`src/rtl/dbalu_pkg.sv`:
```
package dbalu_pkg;
  typedef enum logic [1:0] {
    OP_ADD = 2'b00,
    OP_CPL = 2'b01,
    OP_AND = 2'b10,
    OP_OR  = 2'b11
  } alu_op_e;
endpackage

```
`src/rtl/dbalu_bank.sv`:
```
module dbalu_bank #(
  parameter int DW    = 8,
  parameter int DEPTH = 4,
  localparam int IW   = $clog2(DEPTH)
) (
  input  logic                clk,
  input  logic                rst,
  input  logic                we,
  input  logic [IW-1:0]       widx,
  input  logic [DW-1:0]       wdata,
  input  logic [IW-1:0]       ridx,
  output logic [DW-1:0]       rdata,
  output logic [DEPTH*DW-1:0] contents
);
  logic [DW-1:0] mem [DEPTH];

  // Cleared as a whole on reset, so it maps to flops rather than block RAM.
  always_ff @(posedge clk) begin
    if (rst) begin
      for (int i = 0; i < DEPTH; i++) mem[i] <= '0;
    end else if (we) begin
      mem[widx] <= wdata;
    end
  end

  // Asynchronous read: the operand sees the pre-edge value (read-before-write).
  assign rdata = mem[ridx];

  for (genvar g = 0; g < DEPTH; g++) begin : g_flat
    assign contents[g*DW +: DW] = mem[g];
  end
endmodule

```
`src/rtl/dbalu_alu.sv`:
```
module dbalu_alu
  import dbalu_pkg::*;
#(
  parameter int DW = 8
) (
  input  alu_op_e       op,
  input  logic [DW-1:0] a,
  input  logic [DW-1:0] b,
  output logic [DW-1:0] y,
  output logic          co
);
  logic [DW:0] sum;
  assign sum = {1'b0, a} + {1'b0, b};

  always_comb begin
    co = 1'b0;
    unique case (op)
      OP_ADD: begin
        y  = sum[DW-1:0];
        co = sum[DW];
      end
      OP_CPL:  y = ~a;
      OP_AND:  y = a & b;
      OP_OR:   y = a | b;
      default: y = '0;
    endcase
  end
endmodule

```
`src/rtl/dbalu_core.sv`:
```
module dbalu_core
  import dbalu_pkg::*;
#(
  parameter int DW    = 8,
  parameter int DEPTH = 4,
  localparam int IW   = $clog2(DEPTH)
) (
  input  logic          clk,
  input  logic          rst,
  input  logic [IW-1:0] sel_a,
  input  logic [IW-1:0] sel_b,
  input  logic [1:0]    op,
  input  logic          wr_en,
  input  logic          wr_bank,
  input  logic [IW-1:0] wr_idx,
  output logic [DW-1:0] result,
  output logic          carry
);
  localparam int NBANK = 2;

  logic [IW-1:0]       rsel  [NBANK];
  logic [DW-1:0]       opnd  [NBANK];
  logic [DEPTH*DW-1:0] cont  [NBANK];
  logic [DW-1:0]       alu_y;
  logic                alu_co;

  assign rsel[0] = sel_a;
  assign rsel[1] = sel_b;

  for (genvar b = 0; b < NBANK; b++) begin : g_bank
    dbalu_bank #(.DW(DW), .DEPTH(DEPTH)) u_bank (
      .clk      (clk),
      .rst      (rst),
      .we       (wr_en && (wr_bank == 1'(b))),
      .widx     (wr_idx),
      .wdata    (alu_y),
      .ridx     (rsel[b]),
      .rdata    (opnd[b]),
      .contents (cont[b])
    );
  end

  dbalu_alu #(.DW(DW)) u_alu (
    .op (alu_op_e'(op)),
    .a  (opnd[0]),
    .b  (opnd[1]),
    .y  (alu_y),
    .co (alu_co)
  );

  always_ff @(posedge clk) begin
    if (rst) begin
      result <= '0;
      carry  <= 1'b0;
    end else begin
      result <= alu_y;
      carry  <= alu_co;
    end
  end

  // Named views for the bound checker.
  logic [DW-1:0]       opnd_a, opnd_b;
  logic [DEPTH*DW-1:0] cont_a, cont_b;
  assign opnd_a = opnd[0];
  assign opnd_b = opnd[1];
  assign cont_a = cont[0];
  assign cont_b = cont[1];
endmodule

```
`config.mk`:
```
export PLATFORM = sky130hd
export DESIGN_NAME = dbalu_core
export DESIGN_NICKNAME = d
export VERILOG_FILES = /design/src/rtl/dbalu_pkg.sv /design/src/rtl/dbalu_bank.sv /design/src/rtl/dbalu_alu.sv /design/src/rtl/dbalu_core.sv
export SDC_FILE = /design/constraint.sdc
export NUM_CORES = 1
export LEC_CHECK = 0
export BUFFER_PORTS_ARGS = -buffer_cell sky130_fd_sc_hd__buf_2
export CAP_MARGIN = 40
export CORE_UTILIZATION = 60
export CTS_CLUSTER_SIZE = 24
export DETAILED_ROUTE_END_ITERATION = 10
export PLACE_DENSITY = 0.77
export SYNTH_ARGS = -nofsm -noshare
export SYNTH_HDL_FRONTEND = slang
export SYNTH_SLANG_ARGS = --single-unit
```
`constraint.sdc`:
```
create_clock -name clk -period 4.1 [get_ports clk]
set_clock_uncertainty 0.2 [all_clocks]
set_input_delay 0.205 -clock clk [delete_from_list [all_inputs] [get_ports clk]]
set_output_delay 0.205 -clock clk [all_outputs]
set_load 0.05 [all_outputs]
```
==> run metrics, run 1 <==
Top FF cell, synth=edfxtp_1; Placeable Area=5920 um^2; post-synthesis sequential area ratio=0.568; full die area=6480 um^2; Resized cells post-CTS=0; cts hold-fix bufs=0; cells after synthesis=298; Power Dens Cells=424 nW/um^2; crit path max fanout=9; flops & latches, synth=73; cell row count=28; RSZ-0062 raised after global routing=no; cts bufs inserted=9; Final Core Density=0.674; clk sinks=73; R2R Path End=g_bank[0].u_bank.mem[0][5]$_SDFFCE_PN0P_; top-area cell type share of the netlist area=0.520; most common cell in the netlist=nor2_1; CTS tree=done; Critical R2R Launch=g_bank[0].u_bank.mem[2][1]$_SDFFCE_PN0P_; area grow syn2layout=7.95%; Overflow after GRT=0; Critical Path Start Type=flip-flop; PortBufs=20; fin crit share=0.788; Final Max Tran Viols=0; leakage power=0.00157 uW; H-tree depth=3; total negative setup slack=0 ps; post-synthesis net count=327; Placed Cells=374; Hold Crit Endpoint=result[0]$_SDFF_PP0_; Routed Antenna Nets=0; Area after DPL=3810 um^2; FILL cells=441; Synth area leader=edfxtp_1; CP arrival=3110 ps; global routing's busiest layer=met2; Design Area, Final=3990 um^2; starting density of the core=0.625; drt drc=0; Max VDD drop=0.410 mV; first-pass GRT wire length=11800 um; Yosys warning count=0; Setup CP Type=flip-flop to flip-flop; number of flops mapped to enable cells by yosys=64; width of the die=80.5 um; DP HPWL=5170 um; router iterations before antenna repair=4; setup slack, reg-to-reg=870 ps; WP data required=3980 ps; Tmin final=3230 ps; CTS root buffer=clkbuf_8; Least-Margin Pin Slew=888 ps; Max transition margin=0.407; ranking of synthesized cells by area=edfxtp_1 52%, mux4_2 12%, nor2_1 7.2%; crit end category=flip-flop; Post-Place Setup Slack=720 ps; Chip Height=80.5 um; R2R depth=8; vias per cell=6.06; n_diodes=0; asr flop ratio synth=0; Fin. Hold Viols=0; Post-synth top cells=71 x nor2_1, 64 x edfxtp_1, 22 x inv_1, 19 x mux4_2, 16 x ha_1; final setup fails=0; total track usage=0.259; largest net degree at the start of global routing=22; Worst Hold Depth=2; Worst Hold Launch=rst; clk buf depth=2; # nets final=339; IO Pins=21; wire per inst=19.2 um; via count=2363; Worst-path clk slew=90 ps; Hold Crit Class=primary input to flip-flop; fin worst setup slack=869 ps; DR iter-0 viols=203; GR Util met1=0.358; outcome=completed; GR Layer Usage met3=0.0557; initial antenna violation count=0; global placement routability congestion=0.858; number of buffers added for setup after CTS=0; worst skew pair latency=350 ps; max cap viols=0; vias in the first global route=2276; GR Layer Usage met2=0.411; Total Routed Length=7470 um; post-synth cell types=41; Layout Cells excl Fill=390; share of cells above drive strength 1=0.200; f_max=309 MHz; syn_area_per_cell=12.4 um^2; Post-Syn Area=3700 um^2
==> layout make-up <==
class,instances,area (um^2),share of cell area
timing repair buffer,21,108,0.0270
clock inverter,7,60.1,0.0150
tap,75,93.8,0.0235
clock buffer,9,124,0.0310
sequential,73,2100,0.526
multi-input combinational,183,1420,0.356
inverter,22,82.6,0.0207
==> sequential cells by signal, indices dropped and copies added, names as in the netlist <==
register	cells
result	8
carry	1
g_bank.u_bank.mem	64
==> report_power, final <==
group	internal (uW)	leakage [uW]	switching [uW]
Sequential	850	0.000739	11.4
Clock	233	0.0000949	302
Combinational	99.0	0.000736	196
==> how the worst max path moves through the flow <==
| stage | slack (ps) | startpoint | end | cells after the start |
|---|---|---|---|---|
| floorplan | 920 | sel_b[0] | g_bank[0].u_bank.mem[0][6]$_SDFFCE_PN0P_ | 10 |
| global placement | 730 | sel_b[0] | g_bank[0].u_bank.mem[1][5]$_SDFFCE_PN0P_ | 9 |
| detailed placement | 720 | sel_b[0] | g_bank[0].u_bank.mem[0][5]$_SDFFCE_PN0P_ | 9 |
| CTS | 880 | g_bank[0].u_bank.mem[2][1]$_SDFFCE_PN0P_ | g_bank[0].u_bank.mem[0][5]$_SDFFCE_PN0P_ | 8 |
| global route | 690 | g_bank[0].u_bank.mem[2][1]$_SDFFCE_PN0P_ | g_bank[1].u_bank.mem[2][5]$_SDFFCE_PN0P_ | 8 |
| finish | 870 | g_bank[0].u_bank.mem[2][1]$_SDFFCE_PN0P_ | g_bank[0].u_bank.mem[0][5]$_SDFFCE_PN0P_ | 8 |
==> worst max-delay path, stage by stage, from the launching register on <==
cell and delay (ps):
edfxtp_1 420, mux4_2 520, inv_1 120, ha_1 250, a211oi_1 310, o21ai_0 170
mux2_2 290, nor2_1 560, nor2_1 130
==> cells by family after synthesis <==
logic type	share of synthesized area
multiplexers	0.121
flip-flops	0.568
AO/OA/AOI/OAI	0.0609
XOR/XNOR	0.00474
adder cells (fa/ha/maj)	0.0595
AND/OR/NAND/NOR	0.138
buffers and inverters	0.0470
==> layout by cell type (no fill, tap or decap), types with 2 or more instances in the layout <==
| cell type | instances |
|---|---|
| a21oi_1 | 8 |
| inv_1 | 22 |
| nand2b_1 | 7 |
| mux4_2 | 19 |
| or3b_2 | 3 |
| buf_2 | 20 |
| ha_1 | 16 |
| nand3b_1 | 2 |
| edfxtp_1 | 64 |
| nor3_1 | 9 |
| o21a_1 | 2 |
| o21ai_0 | 5 |
| o31a_1 | 2 |
| nor2_1 | 71 |
| nor3b_1 | 3 |
| or3b_1 | 2 |
| o211ai_1 | 3 |
| inv_8 | 2 |
| inv_4 | 2 |
| clkbuf_8 | 9 |
| dfxtp_1 | 9 |
| nand2_1 | 5 |
| nor2b_1 | 2 |
| a211oi_1 | 2 |
| inv_6 | 2 |
| xor2_1 | 2 |
| o221ai_1 | 2 |
| or3_1 | 4 |
==> stage by stage <==
stage               hold WS [ps]  total power (uW)
floorplan                    380              1090
global placement             393              1160
detailed placement           393              1170
CTS                         21.1              1690
global route                38.9              1750
finish                      36.6              1690
==> routing by layer <==
metal / part of all wire / up-vias
met5: 0 / -
met4: 0.014 / 0
met3: 0.081 / 7
met2: 0.48 / 94
met1: 0.43 / 1169
li1: - / 1093
(Power assumes the default switching activity.)
==> run 2, diff against run 1 <==
Clock period 4.1 ns to 3 ns, I/O delays scaled along.
==> run metrics, run 2 (synthesis results as in run 1) <==
drt drc=0 (unchanged); Critical Path Start Type=flip-flop; commonest non-fill, non-tap cell in the layout=nor2_1; clk buf depth=2 (unchanged); most frequent cells in the layout=70 x nor2_1, 64 x edfxtp_1, 21 x inv_1, 20 x buf_2, 19 x mux4_2; Area after DPL=3880 um^2 (+1.8%); Max transition margin=0.538 (+0.132); area grow syn2layout=11.7%; Setup CP Type=flip-flop to flip-flop; largest net degree at the start of global routing=22 (unchanged); WP data required=2900 ps (-1080 ps); final setup fails=0 (unchanged); global placement routability congestion=0.805 (-6.3%); # nets final=352 (+3.8%); Overflow after GRT=0 (unchanged); number of flip-flops in the largest register=64 (unchanged); total track usage=0.259 (-0.000295); Least-Margin Pin Slew=688 ps (-200 ps); f_max=337 MHz (+8.9%); Chip Height=80.5 um (unchanged); Tmin final=2970 ps (-265 ps); Hold Crit Class=primary input to flip-flop; vias in the first global route=2300 (+1.1%); combinational power share=0.192 (+0.017); RSZ-0062 raised after global routing=yes; fin worst setup slack=33.8 ps (-835 ps); cts bufs inserted=9 (unchanged); Max VDD drop=0.506 mV (+23%); share of cells above drive strength 1=0.247 (+0.0470); worst skew pair latency=360 ps (about the same); router iterations before antenna repair=5 (+1); H-tree depth=3 (unchanged); DP HPWL=5340 um (+3.4%); max cap viols=0 (unchanged); Final Max Tran Viols=0 (unchanged); Largest regs=g_bank.u_bank.mem: 64 flops, result: 8 flops, carry: 1 flops; initial antenna violation count=0 (unchanged); outcome=completed; DR iter-0 viols=208 (+2.5%); clock network fraction of total power=0.306 (-0.010); Total Routed Length=7930 um (+6.2%); vias per cell=6.17 (+1.8%); Sw Ratio=0.302 (+0.000502); CP arrival=2870 ps (-240 ps); clk sinks=73 (unchanged); full die area=6480 um^2 (unchanged); P_sw=709 uW (+39%); crit path max fanout=4 (-5); leakage power=0.00164 uW (+4.5%); fin crit share=0.989 (+0.201); Placeable Area=5920 um^2 (unchanged); Design Area, Final=4130 um^2 (+3.5%); Power Dens Cells=569 nW/um^2 (+34%); width of the die=80.5 um (unchanged); CTS tree=done; cell row count=28 (unchanged); CTS root buffer=clkbuf_8; first-pass GRT wire length=11700 um (-1.1%); Post-Place Setup Slack=42.5 ps (-678 ps); Worst-path clk slew=90 ps (about the same); crit end category=flip-flop; Fin. Hold Viols=0 (unchanged); Routed Antenna Nets=0 (unchanged); PortBufs=20 (unchanged); IO Pins=21 (unchanged); starting density of the core=0.625 (unchanged); via count=2486 (+5.2%); worst hold slack=119 ps (+82.2 ps); P_int=1640 uW (+39%); Layout Cells excl Fill=403 (+3.3%); share of power burned in registers=0.502 (-0.007); most flop-heavy register=g_bank.u_bank.mem; n_diodes=0 (unchanged); Placed Cells=383 (+2.4%); wire per inst=19.7 um (+2.7%)
==> run 2: layer usage <==
metal / GRT usage / share of wire / vias to the layer above
met5: 0 / 0 / -
met1: 0.355 / 0.40 / 1212
li1: - / - / 1120
met3: 0.0636 / 0.097 / 18
met4: 0.107 / 0.032 / 0
met2: 0.397 / 0.47 / 136
==> run 2: worst max-delay path, stage by stage (launching register included) <==
cell      delay [ps]
edfxtp_1         400
mux4_2           530
inv_1            110
ha_1             270
a21o_1           200
a21oi_2          140
xor2_1           310
mux4_1           450
nor2_1            80
==> run 2: final timing paths <==
| path | startpoint | to | slack [ps] | cells past startpoint |
|---|---|---|---|---|
| worst max register to register | g_bank[0].u_bank.mem[2][1]$_SDFFCE_PN0P_ | g_bank[1].u_bank.mem[2][3]$_SDFFCE_PN0P_ | 30 | 8 |
| worst max-delay path | g_bank[0].u_bank.mem[2][1]$_SDFFCE_PN0P_ | g_bank[1].u_bank.mem[2][3]$_SDFFCE_PN0P_ | 30 | 8 |
| worst min-delay path | wr_bank | g_bank[0].u_bank.mem[3][5]$_DFFE_PP_ | 120 | 3 |
| worst min register to register | g_bank[1].u_bank.mem[0][7]$_SDFFCE_PN0P_ | carry$_SDFF_PP0_ | 680 | 3 |
==> run 2: power by group through the flow <==
stage / Clock (uW) / Combinational, uW / Sequential [uW]
2_1_floorplan: 0 / 253 / 1240
3_3_place_gp: 0 / 405 / 1200
3_5_place_dp: 0 / 418 / 1200
4_1_cts: 729 / 420 / 1180
5_1_grt: 760 / 484 / 1180
6_report: 719 / 452 / 1180
==> run 2: area by class of cell <==
| cell class | count | area (um^2) |
|---|---|---|
| flip-flops and latches | 73 | 2100 |
| fillers | 414 | 1790 |
| multi-input cells | 184 | 1470 |
| repair buffers | 33 | 204 |
| clock buffers | 9 | 124 |
| well taps | 75 | 93.8 |
| inverters | 22 | 82.6 |
| clock inverters | 7 | 58.8 |
==> run 2: through the flow <==
step           TNS (ps)  utilization  total power (uW)
5_1_grt            -338        0.698              2430
6_report              0        0.698              2350
2_1_floorplan         0            -              1490
4_1_cts               0        0.687              2330
3_3_place_gp          0        0.653              1600
3_5_place_dp          0        0.655              1620
==> run 2: timing repair <==
action                     in CTS  in global routing
hold buffers                    1                  0
hold endpoints to repair        7                  0
setup endpoints to repair       0                 25
buffers inserted                0                  2
resized for setup               0                  8
==> run 3, diff against run 2 <==
Settings changed: GPL_TIMING_DRIVEN from default to 0.
==> run metrics, run 3 (synthesis results as in run 1) <==
crit-path cells=mux4_2 > ha_4 > inv_2 > fa_2 > nor2b_2 > o31a_1 > or3_4 > a21oi_4 > buf_12 > nor3_1; Critical Path Start Type=flip-flop; CP arrival=2850 ps (-20 ps); global placement routability congestion=0.801 (-0.45%); DP HPWL=5180 um (-3.0%); met3 WL=599 um (-22%); Tmin final=2980 ps (+12.3 ps); Final Max Tran Viols=0 (unchanged); crit end category=flip-flop; commonest non-fill, non-tap cell in the layout=nor2_1; WP data required=2870 ps (-30 ps); CTS root buffer=clkbuf_8; final setup fails=0 (unchanged); Layout Cells excl Fill=411 (+2.0%); Final Power=2510 uW (+7.0%); width of the die=80.5 um (unchanged); vias in the first global route=2356 (+2.4%); max cap viols=0 (unchanged); initial antenna violation count=0 (unchanged); n_diodes=0 (unchanged); total track usage=0.276 (+0.0164); largest net degree at the start of global routing=15 (-32%); outcome=completed; vias per cell=6.03 (-2.3%); met1 wire length=3170 um (+0.25%); fin crit share=0.993 (+0.00409); total negative setup slack=0 ps (unchanged); Setup CP Type=flip-flop to flip-flop; metal2 WL=3960 um (+5.9%); leakage power=0.00165 uW (+0.75%); router iterations before antenna repair=5 (unchanged); most flop-heavy register=g_bank.u_bank.mem; number of flip-flops in the largest register=64 (unchanged); CTS tree=done; worst skew pair latency=360 ps (about the same); Max transition margin=0.406 (-0.132); cts bufs inserted=9 (unchanged); Placed Cells=387 (+1.0%); Worst-path clk slew=90 ps (about the same); Power Dens Cells=595 nW/um^2 (+4.6%); wire per inst=19.5 um (-0.96%); DR iter-0 viols=236 (+13%); starting density of the core=0.625 (unchanged); Overflow after GRT=0 (unchanged); most frequent cells in the layout=70 x nor2_1, 64 x edfxtp_1, 21 x inv_1, 20 x buf_2, 19 x mux4_2; H-tree depth=3 (unchanged); Routed Antenna Nets=0 (unchanged); first-pass GRT wire length=12400 um (+6.0%); top sig layer=met4; PortBufs=14 (-30%); RSZ-0062 raised after global routing=yes; Chip Height=80.5 um (unchanged); area grow syn2layout=14.2%; # nets final=360 (+2.3%); Placeable Area=5920 um^2 (unchanged); crit path max fanout=9 (+5); IO Pins=21 (unchanged); drt drc=0 (unchanged); share of cells above drive strength 1=0.235 (-0.0118); Least-Margin Pin Slew=885 ps (+196 ps); Fin. Hold Viols=0 (unchanged); Total Routed Length=8010 um (+1.0%); FILL cells=399 (-3.6%); Largest regs=g_bank.u_bank.mem: 64 flops, result: 8 flops, carry: 1 flops; Hold Crit Class=primary input to flip-flop; CP max stage delay=540 ps (about the same); Final Core Density=0.713 (+0.0156); clk sinks=73 (unchanged); via count=2478 (-0.32%); Max VDD drop=0.420 mV (-17%); cell row count=28 (unchanged); setup slack, reg-to-reg=20 ps (about the same); Slowest cell on crit path=mux4_2; f_max=336 MHz (-0.41%); clk buf depth=2 (unchanged); full die area=6480 um^2 (unchanged)
==> run 3: cell count changes in the layout (fill, tap and decap cells not counted), sizes merged <==
cell	previous run	this run
inv	28	24
clkinvlp	0	1
clkbuf	9	23
bufinv	0	1
mux4	20	19
dlygate4sd3	1	0
buf	32	31
clkinv	1	0
==> run 3: report_power, final <==
part	leakage (uW)	total, uW	switching (uW)	internal (uW)
sequential	0.000739	1180	17.2	1160
clock	0.000114	875	384	491
combinational	0.000800	459	292	167
total	0.00165	2510	693	1820
==> run 3: final cells by class <==
cell class              count  area [um^2]  area share
multi-input cells         183         1480       0.349
clock buffers              12          178      0.0421
clock inverters             4         55.1      0.0130
flip-flops and latches     73         2100       0.498
well taps                  75         93.8      0.0222
repair buffers             22          143      0.0338
plain buffers              20         95.1      0.0225
inverters                  22         82.6      0.0195
==> run 3: worst paths after layout <==
| check | cells after the start | start | end |
|---|---|---|---|
| setup reg to reg | 10 | g_bank[0].u_bank.mem[0][0]$_SDFFCE_PN0P_ | g_bank[1].u_bank.mem[1][6]$_SDFFCE_PN0P_ |
| hold / removal | 3 | rst | carry$_SDFF_PP0_ |
| setup / recovery | 10 | g_bank[0].u_bank.mem[0][0]$_SDFFCE_PN0P_ | g_bank[1].u_bank.mem[1][6]$_SDFFCE_PN0P_ |
| hold reg to reg | 3 | g_bank[1].u_bank.mem[3][7]$_DFFE_PP_ | carry$_SDFF_PP0_ |
==> run 3: worst max-delay path: cells and delay by family, from the launching register on <==
| kind | cells | cell delay [ps] |
|---|---|---|
| simple gates | 3 | 490 |
| mux | 1 | 540 |
| compound gates | 2 | 400 |
| buf+inv | 2 | 200 |
| fa+ha+maj | 2 | 420 |
| flops | 1 | 430 |
==> run 3: stage by stage <==
| step | setup WS (ps) | instance area, um^2 | hold slack, ps |
|---|---|---|---|
| after CTS | 0.542 | 4150 | 140 |
| after detailed placement | -437 | 3860 | 417 |
| after global routing | -47.6 | 4220 | 198 |
| final | 21.6 | 4220 | 172 |
| after floorplan | 81.9 | 3700 | 325 |
| after global placement | -388 | 3860 | 419 |
==> run 3: per-layer routing <==
layer,vias to the layer above,global-route usage
li1,1127,-
met1,1201,0.366
met2,131,0.423
met3,19,0.0568
met4,0,0.154
met5,-,0
==> run 3: timing repair <==
item | in CTS | in global routing
setup endpoints to repair | 26 | 33
pin swaps | 1 | 5
resized for setup | 7 | 6
hold buffers | 0 | 0
buffers inserted | 1 | 6
